===== src/rtl/incdet_pkg.sv =====
package incdet_pkg;

  // Sequencer states for the two-read capture of the sample bus
  typedef enum logic [1:0] {
    CAP_IDLE   = 2'd0,
    CAP_SETTLE = 2'd1,
    CAP_SECOND = 2'd2,
    CAP_CHECK  = 2'd3
  } cap_state_e;

endpackage


===== src/rtl/incdet_strobe_sync.sv =====
module incdet_strobe_sync #(
  parameter int STAGES = 2
) (
  input  logic clk,
  input  logic rst_n,
  input  logic async_i,
  output logic rise_o
);

  logic [STAGES-1:0] chain_q;
  logic              seen_q;

  // Synchroniser chain, one flop per stage
  for (genvar g = 0; g < STAGES; g++) begin : g_stage
    if (g == 0) begin : g_first
      always_ff @(posedge clk or negedge rst_n) begin
        if (!rst_n) chain_q[0] <= 1'b0;
        else        chain_q[0] <= async_i;
      end
    end else begin : g_next
      always_ff @(posedge clk or negedge rst_n) begin
        if (!rst_n) chain_q[g] <= 1'b0;
        else        chain_q[g] <= chain_q[g-1];
      end
    end
  end

  // Delayed copy for edge detection
  always_ff @(posedge clk or negedge rst_n) begin
    if (!rst_n) seen_q <= 1'b0;
    else        seen_q <= chain_q[STAGES-1];
  end

  assign rise_o = chain_q[STAGES-1] & ~seen_q;

  AST_RISE_SINGLE: assert property (@(posedge clk) disable iff (!rst_n)
    rise_o |=> !rise_o);

endmodule


===== src/rtl/incdet_capture.sv =====
module incdet_capture
  import incdet_pkg::*;
#(
  parameter int W          = 24,
  parameter int SETTLE_CYC = 4
) (
  input  logic         clk,
  input  logic         rst_n,
  input  logic         rise_i,
  input  logic [W-1:0] bus_i,
  output logic         accept_o,
  output logic [W-1:0] sample_o
);

  localparam int CW = (SETTLE_CYC > 1) ? $clog2(SETTLE_CYC) : 1;
  localparam logic [CW-1:0] SETTLE_LAST = CW'(SETTLE_CYC - 1);

  cap_state_e    state_q, state_d;
  logic [CW-1:0] cnt_q, cnt_d;
  logic [W-1:0]  first_q, second_q;
  logic          first_en, second_en;

  // Next-state logic
  always_comb begin
    state_d   = state_q;
    cnt_d     = cnt_q;
    first_en  = 1'b0;
    second_en = 1'b0;
    unique case (state_q)
      CAP_IDLE: begin
        if (rise_i) begin
          state_d = CAP_SETTLE;
          cnt_d   = '0;
        end
      end
      CAP_SETTLE: begin
        if (cnt_q == SETTLE_LAST) begin
          first_en = 1'b1;
          state_d  = CAP_SECOND;
        end else begin
          cnt_d = cnt_q + 1'b1;
        end
      end
      CAP_SECOND: begin
        second_en = 1'b1;
        state_d   = CAP_CHECK;
      end
      CAP_CHECK: begin
        state_d = CAP_IDLE;
      end
      default: state_d = CAP_IDLE;
    endcase
  end

  // State registers
  always_ff @(posedge clk or negedge rst_n) begin
    if (!rst_n) begin
      state_q <= CAP_IDLE;
      cnt_q   <= '0;
    end else begin
      state_q <= state_d;
      cnt_q   <= cnt_d;
    end
  end

  // Capture registers with explicit enables
  always_ff @(posedge clk or negedge rst_n) begin
    if (!rst_n) begin
      first_q <= '0;
    end else if (first_en) begin
      first_q <= bus_i;
    end
  end

  always_ff @(posedge clk or negedge rst_n) begin
    if (!rst_n) begin
      second_q <= '0;
    end else if (second_en) begin
      second_q <= bus_i;
    end
  end

  assign accept_o = (state_q == CAP_CHECK) && (first_q == second_q);
  assign sample_o = second_q;

  AST_ACCEPT_SINGLE: assert property (@(posedge clk) disable iff (!rst_n)
    accept_o |=> !accept_o);

  AST_RISE_STARTS: assert property (@(posedge clk) disable iff (!rst_n)
    (rise_i && state_q == CAP_IDLE) |=> (state_q == CAP_SETTLE));

endmodule


===== src/rtl/incdet_pulse.sv =====
module incdet_pulse #(
  parameter int LEN = 50
) (
  input  logic clk,
  input  logic rst_n,
  input  logic start_i,
  output logic pulse_o
);

  localparam int CW = (LEN > 1) ? $clog2(LEN) : 1;
  localparam logic [CW-1:0] LOAD = CW'(LEN - 1);

  logic [CW-1:0] cnt_q, cnt_d;
  logic          on_q, on_d;

  always_comb begin
    cnt_d = cnt_q;
    on_d  = on_q;
    if (start_i) begin
      cnt_d = LOAD;
      on_d  = 1'b1;
    end else if (cnt_q != '0) begin
      cnt_d = cnt_q - 1'b1;
    end else begin
      on_d = 1'b0;
    end
  end

  always_ff @(posedge clk or negedge rst_n) begin
    if (!rst_n) begin
      cnt_q <= '0;
      on_q  <= 1'b0;
    end else begin
      cnt_q <= cnt_d;
      on_q  <= on_d;
    end
  end

  assign pulse_o = on_q;

  AST_START_HIGH: assert property (@(posedge clk) disable iff (!rst_n)
    start_i |=> pulse_o);

  AST_NO_GAP: assert property (@(posedge clk) disable iff (!rst_n)
    (pulse_o && cnt_q != '0) |=> pulse_o);

endmodule


===== src/rtl/incdet_top.sv =====
module incdet_top #(
  parameter int           W           = 24,
  parameter int           SYNC_STAGES = 2,
  parameter int           SETTLE_CYC  = 4,
  parameter int           PULSE_LEN   = 50,
  parameter logic [W-1:0] WIN_LO      = 24'h0CABF3,
  parameter logic [W-1:0] WIN_HI      = 24'h0D9D91
) (
  input  logic         clk,
  input  logic         rst_n,
  input  logic         dstrobe,
  input  logic [W-1:0] sample_in,
  output logic         up_pulse,
  output logic         in_window
);

  logic         rise;
  logic         accept;
  logic [W-1:0] sample;
  logic [W-1:0] prev_q;
  logic         primed_q;
  logic         win_q, win_d;
  logic         inc_start;

  incdet_strobe_sync #(.STAGES(SYNC_STAGES)) u_sync (
    .clk     (clk),
    .rst_n   (rst_n),
    .async_i (dstrobe),
    .rise_o  (rise)
  );

  incdet_capture #(.W(W), .SETTLE_CYC(SETTLE_CYC)) u_cap (
    .clk      (clk),
    .rst_n    (rst_n),
    .rise_i   (rise),
    .bus_i    (sample_in),
    .accept_o (accept),
    .sample_o (sample)
  );

  // Compare and window decode
  always_comb begin
    inc_start = accept && primed_q && (sample > prev_q);
    win_d     = (sample > WIN_LO) && (sample < WIN_HI);
  end

  always_ff @(posedge clk or negedge rst_n) begin
    if (!rst_n) begin
      prev_q   <= '0;
      primed_q <= 1'b0;
      win_q    <= 1'b0;
    end else if (accept) begin
      prev_q   <= sample;
      primed_q <= 1'b1;
      win_q    <= win_d;
    end
  end

  incdet_pulse #(.LEN(PULSE_LEN)) u_pulse (
    .clk     (clk),
    .rst_n   (rst_n),
    .start_i (inc_start),
    .pulse_o (up_pulse)
  );

  assign in_window = win_q;

  AST_PULSE_CAUSE: assert property (@(posedge clk) disable iff (!rst_n)
    $rose(up_pulse) |-> $past(accept));

  AST_WIN_HOLD: assert property (@(posedge clk) disable iff (!rst_n)
    !accept |=> $stable(in_window));

  AST_PREV_HOLD: assert property (@(posedge clk) disable iff (!rst_n)
    !accept |=> $stable(prev_q));

  AST_FIRST_QUIET: assert property (@(posedge clk) disable iff (!rst_n)
    (accept && !primed_q) |=> !up_pulse);

endmodule


===== config.mk =====
export PLATFORM = sky130hd
export DESIGN_NAME = incdet_top
export DESIGN_NICKNAME = d
export VERILOG_FILES = /design/src/rtl/incdet_pkg.sv /design/src/rtl/incdet_strobe_sync.sv /design/src/rtl/incdet_capture.sv /design/src/rtl/incdet_pulse.sv /design/src/rtl/incdet_top.sv
export SDC_FILE = /design/constraint.sdc
export NUM_CORES = 1
export LEC_CHECK = 0
export ABC_AREA = 1
export CAP_MARGIN = 30
export CORE_ASPECT_RATIO = 1.25
export CORE_UTILIZATION = 50
export DETAILED_ROUTE_END_ITERATION = 7
export GPL_TIMING_DRIVEN = 0
export PLACE_DENSITY = 0.69
export SYNTH_ARGS = -nofsm -noshare
export SYNTH_HDL_FRONTEND = slang
export SYNTH_HIERARCHICAL = 1
export SYNTH_SLANG_ARGS = --single-unit

===== constraint.sdc =====
create_clock -name clk -period 2.4 [get_ports clk]
set_input_delay 0.72 -clock clk [delete_from_list [all_inputs] [get_ports clk]]
set_output_delay 0.72 -clock clk [all_outputs]
set_load 0.05 [all_outputs]

### Word level (Yosys, flattened, before mapping)

Index checks and enable logic that the tools add are counted.

| operators by class | value |
|---|---|
| muxes and demuxes | 13 |
| reductions and logical operators | 10 |
| order comparisons | 3 |
| bitwise gates (word level) | 2 |
| add/subtract/negate cells | 2 |
| eq/ne operators | 9 |

Operator list:

| cell | count |
|---|---|
| $eq A24 B24 Y1 | 1 |
| $gt A24 B20 Y1 const B | 1 |
| $gt A24 B24 Y1 | 1 |
| $lt A24 B20 Y1 const B | 1 |
| $mux W6 | 2 |
| $mux W2 | 4 |
| $pmux W2 S4 | 1 |
| $eq A2 B2 Y1 const B | 3 |
| $ne A2 B2 Y1 const B | 3 |
| $reduce_bool A6 Y1 | 1 |
| $sub A6 B1 Y6 const B | 1 |
| $mux W1 | 5 |
| $logic_and A1 B1 Y1 | 4 |
| $pmux W2 S2 | 1 |
| $reduce_bool A2 Y1 | 2 |
| $reduce_and A3 Y1 | 1 |
| $add A2 B1 Y2 const B | 1 |
| $eq A2 B1 Y1 const B | 1 |
| $logic_not A2 Y1 | 1 |
| $ne A2 B1 Y1 const B | 1 |
| $reduce_and A2 Y1 | 1 |
| $and A1 B1 Y1 | 1 |
| $not A1 Y1 | 1 |

| storage, ports and cells | value |
|---|---|
| bits in registers | 88 |
| input bits | 27 |

### Depth between registers and ports, before layout

Gate-level depths: netlist (run 1).

| logic depth | value |
|---|---|
| depth in word-level cells | 5 |
| gate-level depth with buffers | 15 |

### By module

The synthesis (run 1) kept the hierarchy.

Modules (own cells, without submodules):

| module | cells an instance | sequential area each (sq um) | area an instance (sq um) | instances |
|---|---|---|---|---|
| incdet_capture | 309 | 1301.2 | 2611.3 | 1 |
| incdet_top | 258 | 650.6 | 1840.5 | 1 |
| incdet_pulse | 51 | 175.2 | 402.9 | 1 |
| incdet_strobe_sync | 5 | 75.1 | 85.1 | 1 |

### Worst setup path after synthesis (run 1)

Ideal clock, no wire load.

| timing | value |
|---|---|
| path kind | reg2reg |
| start | reg u_cap.state_q[0] |
| end | reg u_pulse.cnt_q[1] |
| clock period less this slack | 1.853 ns |
| path slack | 0.547 ns |
| arrival | 1.735 ns |
| buffers on the path | 1 |
| cell stages (with the launch flop) | 13 |
| data required time | 2.283 ns |
| cell sequence | dfrtp_1 -> ha_1 -> a21boi_1 -> nand2_1 -> nor2_1 -> nand3_1 -> nor2_2 -> buf_2 -> o211ai_1 -> nor2_1 -> clkinv_4 -> nand3_1 -> nand2_1 |

| on the way | value |
|---|---|
| longest elaborated chain between the ends | 5 |

Ends and longest elaborated chain:

| element | RTL line | RTL |
|---|---|---|
| start, declared | incdet_capture.sv:18 | `cap_state_e state_q, state_d;` |
| start signal, assigned | incdet_capture.sv:61 | `state_q <= state_d;` |
| $eq A2 B2 Y1 (*) | incdet_capture.sv:83 | `assign accept_o = (state_q == CAP_CHECK) && (first_q == second_q);` |
| $logic_and A1 B1 Y1 (*) | incdet_capture.sv:83 |  |
| net accept | incdet_top.sv:18 | `logic accept;` |
| $logic_and A1 B1 Y1 (*) (2 in a row) | incdet_top.sv:43 | `inc_start = accept && primed_q && (sample > prev_q);` |
| net inc_start | incdet_top.sv:23 | `logic inc_start;` |
| $mux W6 or $reduce_bool A2 Y1 (tied branches) | - |  |
| end signal, assigned | incdet_pulse.sv:34 | `cnt_q <= cnt_d;` |
| end, declared | incdet_pulse.sv:13 | `logic [CW-1:0] cnt_q, cnt_d;` |

Mark *: on every way through the listed nets, which the timed path passes. The rest lies on a longest branch.
A chain may end at the register's enable or synchronous reset.

### Worst setup path in the final report (run 1)

| timing | value |
|---|---|
| start | reg win_q, in the netlist in_window |
| end | out in_window |

RTL lines:

| element | RTL line | RTL |
|---|---|---|
| start, declared | incdet_top.sv:22 | `logic win_q, win_d;` |
| start signal, assigned | incdet_top.sv:55 | `win_q <= win_d;` |
| end, declared | incdet_top.sv:14 | `output logic in_window` |

No word-level cell between the ends.

==> results of run 1 <==
## logic make-up after synthesis
family / Yosys count / synth area share
xor+xnor: 6 / 0.0106
simple gates: 288 / 0.245
buf+inv: 116 / 0.106
compound gates: 93 / 0.111
fa+ha+maj: 32 / 0.0811
flops: 88 / 0.446
## power breakdown
group | switching (mW) | total, mW | internal (mW) | leakage [nW]
clock network | 0.586 | 1.51 | 0.924 | 0.162
registers | 0.590 | 2.58 | 1.99 | 1.07
logic | 1.55 | 2.60 | 1.05 | 1.64
total | 2.73 | 6.70 | 3.97 | 2.87
## through the flow
| step | cells | setup WS (ns) |
|---|---|---|
| after CTS | 794 | 0.165 |
| final | 794 | 0.181 |
| after floorplan | 623 | 0.547 |
| after detailed placement | 778 | 0.196 |
| after global routing | 794 | 0.0172 |
| after global placement | 777 | -2.68 |
## per-layer routing
layer / up-vias / share of wire / GRT usage
li1: 2013 / - / -
met1: 1915 / 0.40 / 0.269
met2: 61 / 0.52 / 0.429
met3: 23 / 0.034 / 0.0430
met4: 0 / 0.038 / 0.124
met5: - / 0 / 0
## final timing paths
kind	from	endpoint
min in group asynchronous	rst_n	prev_q[11]
setup reg to reg	u_cap/sample_o[12]	u_pulse/cnt_q[1]
setup / recovery	in_window	in_window
hold reg to reg	u_sync/chain_q[0]	u_sync/chain_q[1]
max in group asynchronous	rst_n	u_cap/sample_o[23]
hold / removal	u_sync/chain_q[0]	u_sync/chain_q[1]
## final cells by class
cell class                 instances  area, µm²
clock inverter                     3       47.5
inverter                         102        400
fill                             880       3880
timing repair buffer              29        305
sequential                        88       2200
tap                              126        158
clock buffer                      13        280
multi-input combinational        419       2220
buffer                            14        124
## cells in the mapped netlist
library cell / instances
o21ai_2: 18
o21ai_1: 10
a21o_2: 1
nor2_2: 8
a21oi_1: 16
xor2_1: 2
nand3_1: 19
or2_2: 1
nand4_1: 7
a21o_1: 1
buf_4: 2
a21oi_2: 1
clkbuf_1: 2
o21ai_0: 43
o211ai_1: 2
ha_1: 32
inv_1: 94
buf_6: 1
buf_2: 5
clkbuf_2: 1
nor3_1: 4
inv_2: 6
clkinv_8: 1
nand2_1: 183
dfrtp_1: 88
nand3b_1: 1
nor2_1: 48
and2_1: 1
xnor2_1: 4
nor2_4: 1
buf_12: 3
nand2_4: 1
clkinv_4: 1
a21boi_1: 1
nand2_2: 13
nand3_2: 1
## flip-flops by register name, summed over array words and instances (netlist names)
signal,count
u_cap/cnt_q,2
primed_q,1
in_window,1
u_sync/seen_q,1
prev_q,24
u_pulse/cnt_q,6
u_cap/state_q,2
u_pulse/pulse_o,1
u_cap/sample_o,24
u_sync/chain_q,2
u_cap/first_q,24
## repair_timing
| action | in CTS | in global routing |
|---|---|---|
| endpoints found under the hold margin | 0 | 0 |
| setup endpoints to repair | 0 | 4 |
| gates resized for setup | 0 | 1 |
==> flow_metrics.env, run 1 <==
export IMPL_grt_pass1_wl_um=19000
export IMPL_netlist_area_before_placement_mm2=0.00494
export IMPL_timing_critical_path_slowest_cell_delay_ns=0.80
export IMPL_clockBufferDepth=2
export IMPL_post_cts_repair_setup_buffers=0
export IMPL_antenna_cells_inserted=0
export IMPL_hold_path_class="flop to flop"
export IMPL_drtPass1Iterations=4
export IMPL_cell_pwr_density_mw_per_mm2=1170
export IMPL_number_of_antenna_violations_at_the_first_check_in_global_routing=0
export IMPL_leading_cell_type_in_the_layout_fill_and_taps_excluded="nand2_1"
export IMPL_rows=40
export IMPL_endpoint_kind="output port"
export IMPL_synth_top_area_share=0.446
export IMPL_reported_max_cap_violation_count=0
export IMPL_drtIter0Drc=195
export IMPL_gp_routability_congestion=0.845
export IMPL_numCtsBuffers=9
export IMPL_route_detailed_drc=0
export IMPL_slew_violations=0
export IMPL_io_pins=29
export IMPL_synth_yosys_warnings=6
export IMPL_crit_family="buffers and inverters"
export IMPL_fmax_ghz=0.451
export IMPL_port_buffers=28
export IMPL_global_route_usage_total=0.238
export IMPL_clock_sinks=88
export IMPL_timing_critical_path_buf_inv=1
export IMPL_detailed_place_hpwl_um=8320
export IMPL_rsz0062_at_grt="false"
export IMPL_synthTopCellsByArea="dfrtp_1 45%, nand2_1 14%, ha_1 8.1%"
export IMPL_routed_wl_um=11000
export IMPL_hold_worst_slack_ns=0.351
export IMPL_insertion_delay_ns=0.35
export IMPL_hold_violations=0
export IMPL_postLayoutCoreUtil=0.597
export IMPL_mappedNetlistNets=682
export IMPL_worstRegToRegCells=13
export IMPL_power_ir_vdd_worst_mv=0.649
export IMPL_syn_mean_instance_area_um2=7.93
export IMPL_cts_hold_repair_buffers=0
export IMPL_type_of_element_launching_the_critical_path="flop"
export IMPL_final_min_clock_period_ns=2.22
export IMPL_timing_reg2reg_setup_slack_ns=0.25
export IMPL_final_nets=722
export IMPL_antenna_violating_nets_post_route=0
export IMPL_post_route_cells_drive_above_1_share=0.126
export IMPL_crit_required_ns=1.68
export IMPL_path_max_fanout=2
export IMPL_cpMaxStageDelayCell="clkdlybuf4s50_1"
export IMPL_die_w_um=90.9
export IMPL_power_leakage_nw=2.87
export IMPL_final_area_mm2=0.00573
export IMPL_top_library_cells_by_usage_in_the_layout_fill_and_taps_aside="183 x nand2_1, 94 x inv_1, 88 x dfrtp_1, 47 x nor2_1, 43 x o21ai_0"
export IMPL_vias_per_cell=5.05
export IMPL_clockRootBuffer="clkbuf_16"
export IMPL_syn_instance_count=623
export IMPL_initial_utilization=0.514
export IMPL_finalClockSkew_ns=0.00791
export IMPL_hold_path_depth=0
export IMPL_tritoncts_clock_tree="yes"
export IMPL_core_area_mm2=0.00961
export IMPL_outcome="finished, final reports clean"
export IMPL_yosys_register_bits=88
export IMPL_timing_critical_path_cells="clkdlybuf4s50_1"
export IMPL_grt_max_degree=48
export IMPL_synth_cell_types=36
export IMPL_die_area_mm2=0.0103
export IMPL_synth_largest_area_cell="dfrtp_1"
export IMPL_crit_arrival_ns=1.50
export IMPL_sequential_to_total_area_share_from_yosys_stat=0.446
export IMPL_cts_max_level=3
export IMPL_critical_path_class="flop to output port"
export IMPL_syn_to_final_growth_pct=16.1
export IMPL_place_area_mm2=0.00540
export IMPL_gr_total_overflow=0
export IMPL_detail_route_wl_per_cell_um=13.8
export IMPL_design_power_total_mw=6.70
export IMPL_critical_path_depth=1
export IMPL_maxSlewHeadroom=0.626
export IMPL_dr_total_vias=4012
export IMPL_finalSetupTns_ns=0
export IMPL_first_global_vias=4188
export IMPL_layout_worst_path_cycle_share=0.924
export IMPL_worst_margin_pin_slew_ns=0.561
export IMPL_chipHeight_um=113
export IMPL_clk_pin_slew_worst_setup_hold_paths_ns=0.06
export IMPL_finalSetupViolCount=0
No activity file was read; power rests on OpenSTA's default activity.
==> inputs of run 2 (changes only) <==
--- a/config.mk
+++ b/config.mk
@@ -5,13 +5,13 @@
 export SDC_FILE = /design/constraint.sdc
 export NUM_CORES = 1
 export LEC_CHECK = 0
-export ABC_AREA = 1
 export CAP_MARGIN = 30
 export CORE_ASPECT_RATIO = 1.25
 export CORE_UTILIZATION = 50
 export DETAILED_ROUTE_END_ITERATION = 7
 export GPL_TIMING_DRIVEN = 0
-export PLACE_DENSITY = 0.69
+export PLACE_DENSITY = 0.65
+export SETUP_SLACK_MARGIN = 0.5
 export SYNTH_ARGS = -nofsm -noshare
 export SYNTH_HDL_FRONTEND = slang
 export SYNTH_HIERARCHICAL = 1
==> run 2 against run 1 <==
Hold slack lost 0.023 ns. Total power shrank 11%. Critical endpoint is now u_pulse/cnt_q[0]. Clock-buffer cell count shrank 2. Clock power shrank 32%. Area after synthesis shrank 11%. First-iteration DRC count shrank 19%. Via count shrank 21%. Register-to-register slack lost 0.099 ns.
==> flow_metrics.env, run 2 <==
export IMPL_outcome="finished, final reports clean"
export IMPL_worst_margin_pin_slew_ns=0.561
export IMPL_power_leakage_nw=2.48
export IMPL_vias_per_cell=5.41
export IMPL_synth_largest_area_cell="dfrtp_1"
export IMPL_gp_routability_congestion=0.823
export IMPL_final_nets=520
export IMPL_rsz0062_at_grt="true"
export IMPL_cell_pwr_density_mw_per_mm2=1040
export IMPL_grt_max_degree=47
export IMPL_chipHeight_um=107
export IMPL_io_pins=29
export IMPL_antenna_violating_nets_post_route=0
export IMPL_synth_area_mux_share=0.130
export IMPL_yosys_register_bits=88
export IMPL_leading_cell_type_in_the_layout_fill_and_taps_excluded="dfrtp_1"
export IMPL_detail_route_wl_per_cell_um=16.6
export IMPL_reported_max_cap_violation_count=0
export IMPL_port_buffers=28
export IMPL_sequential_to_total_area_share_from_yosys_stat=0.498
export IMPL_synth_xor_area_share=0.0476
export IMPL_fmax_ghz=0.445
export IMPL_maxSlewHeadroom=0.626
export IMPL_finalClockSkew_ns=0.0145
export IMPL_postLayoutCoreUtil=0.660
export IMPL_route_detailed_drc=0
export IMPL_main_flop_type_after_synthesis="dfrtp_1"
export IMPL_drtPass1Iterations=4
export IMPL_grt_pass1_wl_um=15800
export IMPL_layout_worst_path_cycle_share=0.937
export IMPL_top_library_cells_by_usage_in_the_layout_fill_and_taps_aside="72 x dfrtp_1, 49 x mux2_2, 31 x inv_1, 31 x ha_1, 26 x buf_4"
export IMPL_first_global_vias=3217
export IMPL_netlist_area_before_placement_mm2=0.00442
export IMPL_endpoint_kind="flop"
export IMPL_antenna_cells_inserted=0
export IMPL_hold_violations=0
export IMPL_clk_pin_slew_worst_setup_hold_paths_ns=0.09
export IMPL_rows=38
export IMPL_global_route_usage_total=0.228
export IMPL_design_power_total_mw=5.95
export IMPL_drtIter0Drc=157
export IMPL_gr_total_overflow=0
export IMPL_synth_top_family_by_area="multiplexers"
export IMPL_post_route_cells_drive_above_1_share=0.388
export IMPL_synth_edff_count=0
export IMPL_yosys_area_share_simple=0.102
export IMPL_post_synth_top_count_cell="dfrtp_1"
export IMPL_synthesized_area_fraction_occupied_by_ao_oa_aoi_and_oai_cells=0.0945
export IMPL_type_of_element_launching_the_critical_path="flop"
export IMPL_power_ir_vdd_worst_mv=0.648
export IMPL_initial_utilization=0.511
export IMPL_synth_async_reset_ratio=1.00
export IMPL_die_area_mm2=0.00922
export IMPL_synth_top_area_share=0.498
export IMPL_hold_path_class="primary input to async pin"
export IMPL_path_max_fanout=7
export IMPL_numCtsBuffers=9
export IMPL_die_w_um=86.1
export IMPL_syn_instance_count=385
export IMPL_slew_violations=0
export IMPL_crit_arrival_ns=2.54
export IMPL_synthTopCellsByCount="88 x dfrtp_1, 50 x mux2_2, 32 x ha_1"
export IMPL_tritoncts_clock_tree="yes"
export IMPL_synth_yosys_warnings=6
export IMPL_clock_sinks=88
export IMPL_crit_required_ns=2.69
export IMPL_cts_max_level=3
export IMPL_core_area_mm2=0.00865
export IMPL_synthTopCellsByArea="dfrtp_1 50%, mux2_2 13%, ha_1 9.1%"
export IMPL_final_min_clock_period_ns=2.25
export IMPL_insertion_delay_ns=0.38
export IMPL_mappedNetlistNets=444
export IMPL_routed_wl_um=9720
export IMPL_critical_path_class="flop to flop"
export IMPL_number_of_antenna_violations_at_the_first_check_in_global_routing=0
export IMPL_clockRootBuffer="clkbuf_8"
export IMPL_dr_total_vias=3169
export IMPL_clockBufferDepth=2
export IMPL_area_share_of_fa_ha_maj_cells_after_synthesis=0.0906
export IMPL_syn_to_final_growth_pct=29.2
export IMPL_syn_mean_instance_area_um2=11.5
export IMPL_detailed_place_hpwl_um=6280
export IMPL_finalSetupViolCount=0
export IMPL_synth_cell_types=50
## run 2: changes by cell type in the layout (fill, tap and decap cells not counted), moves of 11 or more
| cell | before | now |
|---|---|---|
| buf_4 | 3 | 26 |
| dfrtp_2 | 0 | 16 |
| nand2_1 | 183 | 17 |
| xor2_1 | 2 | 13 |
| nor2_1 | 47 | 6 |
| dfrtp_1 | 88 | 72 |
| o21ai_0 | 43 | 4 |
| nand3_1 | 19 | 8 |
| inv_1 | 94 | 31 |
| mux2_2 | 0 | 49 |
## run 2: power breakdown
group	total (mW)	internal (mW)	switching, mW
Clock	1.03	0.480	0.553
Sequential	2.50	1.96	0.534
Combinational	2.42	1.29	1.13
Total	5.95	3.73	2.22
## run 2: through the flow
step	cell area [µm²]	cells	hold slack (ns)	setup slack, ns	TNS [ns]
2_1_floorplan	4450	385	0.331	0.307	0
3_3_place_gp	4880	533	0.332	-2.70	-237.73
3_5_place_dp	4900	534	0.361	-0.238	-1.03
5_1_grt	5710	586	0.368	0.0474	0
4_1_cts	5380	568	0.344	0.142	0
6_report	5710	586	0.329	0.151	0
## run 2: cell families after synthesis
family,after synthesis
DFF,88
and+or+nand+nor,84
AOI/OAI and AO/OA,64
muxes,51
buffers and inverters,42
adders and majority gates,32
xor gates and xnor gates,24
## run 2: critical path, stage by stage (launching register included)
cell	delay, ns
dfrtp_2	0.48
xor2_1	0.17
nor4_2	0.29
nand3_2	0.19
nor4_4	0.27
clkbuf_8	0.18
nand3_2	0.07
a31oi_1	0.14
buf_4	0.18
nor2_2	0.04
mux2i_1	0.13
## run 2: path summary, 6_finish.rpt
kind	from	end	slack (ns)	depth (start not counted)
max	u_cap/sample_o[14]	u_pulse/cnt_q[0]	0.15	10
min	rst_n	u_cap/first_q[8]	0.33	1
max reg2reg	u_cap/sample_o[14]	u_pulse/cnt_q[0]	0.15	10
min reg2reg	u_sync/chain_q[0]	u_sync/chain_q[1]	0.38	0
max in group asynchronous	rst_n	u_cap/sample_o[22]	1.41	2
min in group clk	u_sync/chain_q[0]	u_sync/chain_q[1]	0.38	0
## run 2: what timing repair did
| item | CTS | global route |
|---|---|---|
| endpoints found under the setup margin | 35 | 33 |
| buffers inserted | 17 | 16 |
| pin swaps | 7 | 24 |
| gates cloned | 1 | 2 |
| hold buffers | 0 | 0 |
| gates resized for setup | 39 | 76 |
## run 2: cell type report
class	count	area, µm²
Inverter	31	116
Clock inverter	5	57.6
Buffer	11	131
Fill cell	689	2940
Timing Repair Buffer	65	648
Multi-Input combinational cell	255	2260
Sequential cell	88	2220
Tap cell	120	150
Clock buffer	11	131
## run 2: layer usage
metal / track usage / wire (µm) / vias to the layer above
li1: - / - / 1512
met1: 0.297 / 4360 / 1588
met2: 0.363 / 4770 / 47
met3: 0.0408 / 217 / 22
met4: 0.112 / 372 / 0
met5: 0 / 0 / -
==> inputs of run 3 (changes only) <==
--- a/config.mk
+++ b/config.mk
@@ -7,10 +7,11 @@
 export LEC_CHECK = 0
 export CAP_MARGIN = 30
 export CORE_ASPECT_RATIO = 1.25
-export CORE_UTILIZATION = 50
+export CORE_UTILIZATION = 40
 export DETAILED_ROUTE_END_ITERATION = 7
 export GPL_TIMING_DRIVEN = 0
-export PLACE_DENSITY = 0.65
+export HOLD_SLACK_MARGIN = 0.12
+export PLACE_DENSITY = 0.54
 export SETUP_SLACK_MARGIN = 0.5
 export SYNTH_ARGS = -nofsm -noshare
 export SYNTH_HDL_FRONTEND = slang
==> run 3 against run 2 <==
Global-route usage is 4.0 points lower. Highest routed layer unchanged. Sequential power up 2%. Setup slack gained 0.043 ns. Hold slack got worse by 0.055 ns. Critical endpoint is now u_pulse/cnt_q[4].
==> flow_metrics.env, run 3 (synthesis gave the netlist of run 2 again) <==
export IMPL_final_nets=514
export IMPL_port_buffers=28
export IMPL_syn_to_final_growth_pct=33.7
export IMPL_routed_wl_um=9740
export IMPL_layout_worst_path_cycle_share=0.919
export IMPL_route_detailed_drc=0
export IMPL_die_area_mm2=0.0115
export IMPL_global_route_usage_total=0.187
export IMPL_tritoncts_clock_tree="yes"
export IMPL_worst_margin_pin_slew_ns=0.384
export IMPL_final_cells=592
export IMPL_initial_utilization=0.414
export IMPL_cts_max_level=3
export IMPL_drtIter0Drc=128
export IMPL_gr_total_overflow=0
export IMPL_timing_reg2reg_setup_slack_ns=0.19
export IMPL_clockRootBuffer="clkbuf_16"
export IMPL_clk_pin_slew_worst_setup_hold_paths_ns=0.07
export IMPL_crit_arrival_ns=2.43
export IMPL_filler_cell_count=938
export IMPL_chipHeight_um=120
export IMPL_fmax_ghz=0.453
export IMPL_top_library_cells_by_usage_in_the_layout_fill_and_taps_aside="75 x dfrtp_1, 49 x mux2_2, 31 x inv_1, 27 x ha_1, 25 x clkdlybuf4s50_1"
export IMPL_number_of_antenna_violations_at_the_first_check_in_global_routing=0
export IMPL_path_max_fanout=8
export IMPL_hold_worst_slack_ns=0.273
export IMPL_slew_violations=0
export IMPL_gp_routability_congestion=0.746
export IMPL_critical_path_class="flop to flop"
export IMPL_grt_max_degree=68
export IMPL_hold_path_class="primary input to async pin"
export IMPL_core_area_mm2=0.0107
export IMPL_placement_setup_worst_slack_ns=-0.211
export IMPL_grt_pass1_wl_um=16100
export IMPL_hold_violations=0
export IMPL_endpoint_kind="flop"
export IMPL_first_global_vias=3263
export IMPL_maxSlewHeadroom=0.742
export IMPL_io_pins=29
export IMPL_detailed_place_hpwl_um=6450
export IMPL_setup_ws_ns=0.194
export IMPL_insertion_delay_ns=0.34
export IMPL_finalSetupTns_ns=0
export IMPL_drtPass1Iterations=4
export IMPL_placedCellCount=546
export IMPL_type_of_element_launching_the_critical_path="flop"
export IMPL_clockBufferDepth=2
export IMPL_finalClockSkew_ns=0.0103
export IMPL_multi_input_comb_area_mm2=0.00237
export IMPL_crit_required_ns=2.63
export IMPL_power_ir_vdd_worst_mv=0.547
export IMPL_post_route_cells_drive_above_1_share=0.411
export IMPL_dr_total_vias=3082
export IMPL_outcome="finished, final reports clean"
export IMPL_detail_route_wl_per_cell_um=16.5
export IMPL_die_w_um=96.0
export IMPL_finalSetupViolCount=0
export IMPL_antenna_violating_nets_post_route=0
export IMPL_rsz0062_at_grt="true"
export IMPL_clock_sinks=88
export IMPL_power_leakage_nw=2.58
export IMPL_final_min_clock_period_ns=2.21
export IMPL_regArea_mm2=0.00222
export IMPL_reported_max_cap_violation_count=0
export IMPL_rows=42
export IMPL_numCtsBuffers=9
export IMPL_leading_cell_type_in_the_layout_fill_and_taps_excluded="dfrtp_1"
export IMPL_cell_pwr_density_mw_per_mm2=1070
export IMPL_antenna_cells_inserted=0
export IMPL_vias_per_cell=5.21
==> run 3: cell count changes in the layout (fill, tap and decap cells not counted), sizes merged <==
cell	delta
bufinv	-1
buf	-8
clkbuf	+5
clkinvlp	-2
==> run 3: timing repair <==
action                     CTS  global route
gates cloned                 0             4
setup endpoints to repair   35            33
pin swaps                    9            23
gates resized for setup     37            99
setup buffers               14            12
hold buffers                 0             0
==> run 3: worst paths after layout <==
path | startpoint | to | cells past startpoint
setup / recovery | u_cap/sample_o[20] | u_pulse/cnt_q[4] | 9
hold / removal | rst_n | u_cap/first_q[10] | 1
setup reg to reg | u_cap/sample_o[20] | u_pulse/cnt_q[4] | 9
hold reg to reg | u_sync/chain_q[0] | u_sync/chain_q[1] | 0
max in group asynchronous | rst_n | u_cap/sample_o[23] | 2
min in group clk | u_sync/chain_q[0] | u_sync/chain_q[1] | 0
==> run 3: area by class of cell <==
type                       count  share of cell area
sequential                    88               0.375
inverter                      31              0.0197
multi-input combinational    255               0.401
clock inverter                 2             0.00212
clock buffer                  14              0.0464
buffer                        11              0.0248
timing repair buffer          59               0.103
tap                          132              0.0279
==> run 3: layer usage <==
layer | track usage | up-vias | part of all wire
met1 | 0.254 | 1536 | 0.46
met4 | 0.0765 | 0 | 0.014
met5 | 0 | - | 0
met2 | 0.290 | 32 | 0.50
li1 | - | 1505 | -
met3 | 0.0368 | 9 | 0.026
==> run 3: critical path: stages (launching register included) <==
cell and delay, ns:
dfrtp_2 0.43, buf_6 0.14, ha_4 0.25, nand4_1 0.23, nor4_4 0.32, nand2_1 0.11
nand3_2 0.09, a31oi_1 0.04, buf_4 0.18, a211o_2 0.30
==> run 3: power by group <==
part,switching [mW],leakage (nW),internal (mW)
registers,0.574,1.10,1.96
clock network,0.565,0.139,0.786
logic,1.09,1.35,1.32
==> run 3: through the flow <==
stage	instance area (µm²)	utilization	power (mW)
finish	5910	0.554	6.30
CTS	5480	0.514	6.07
floorplan	4450	-	3.86
global route	5910	0.554	6.76
detailed placement	4920	0.461	4.47
global placement	4890	0.459	4.42
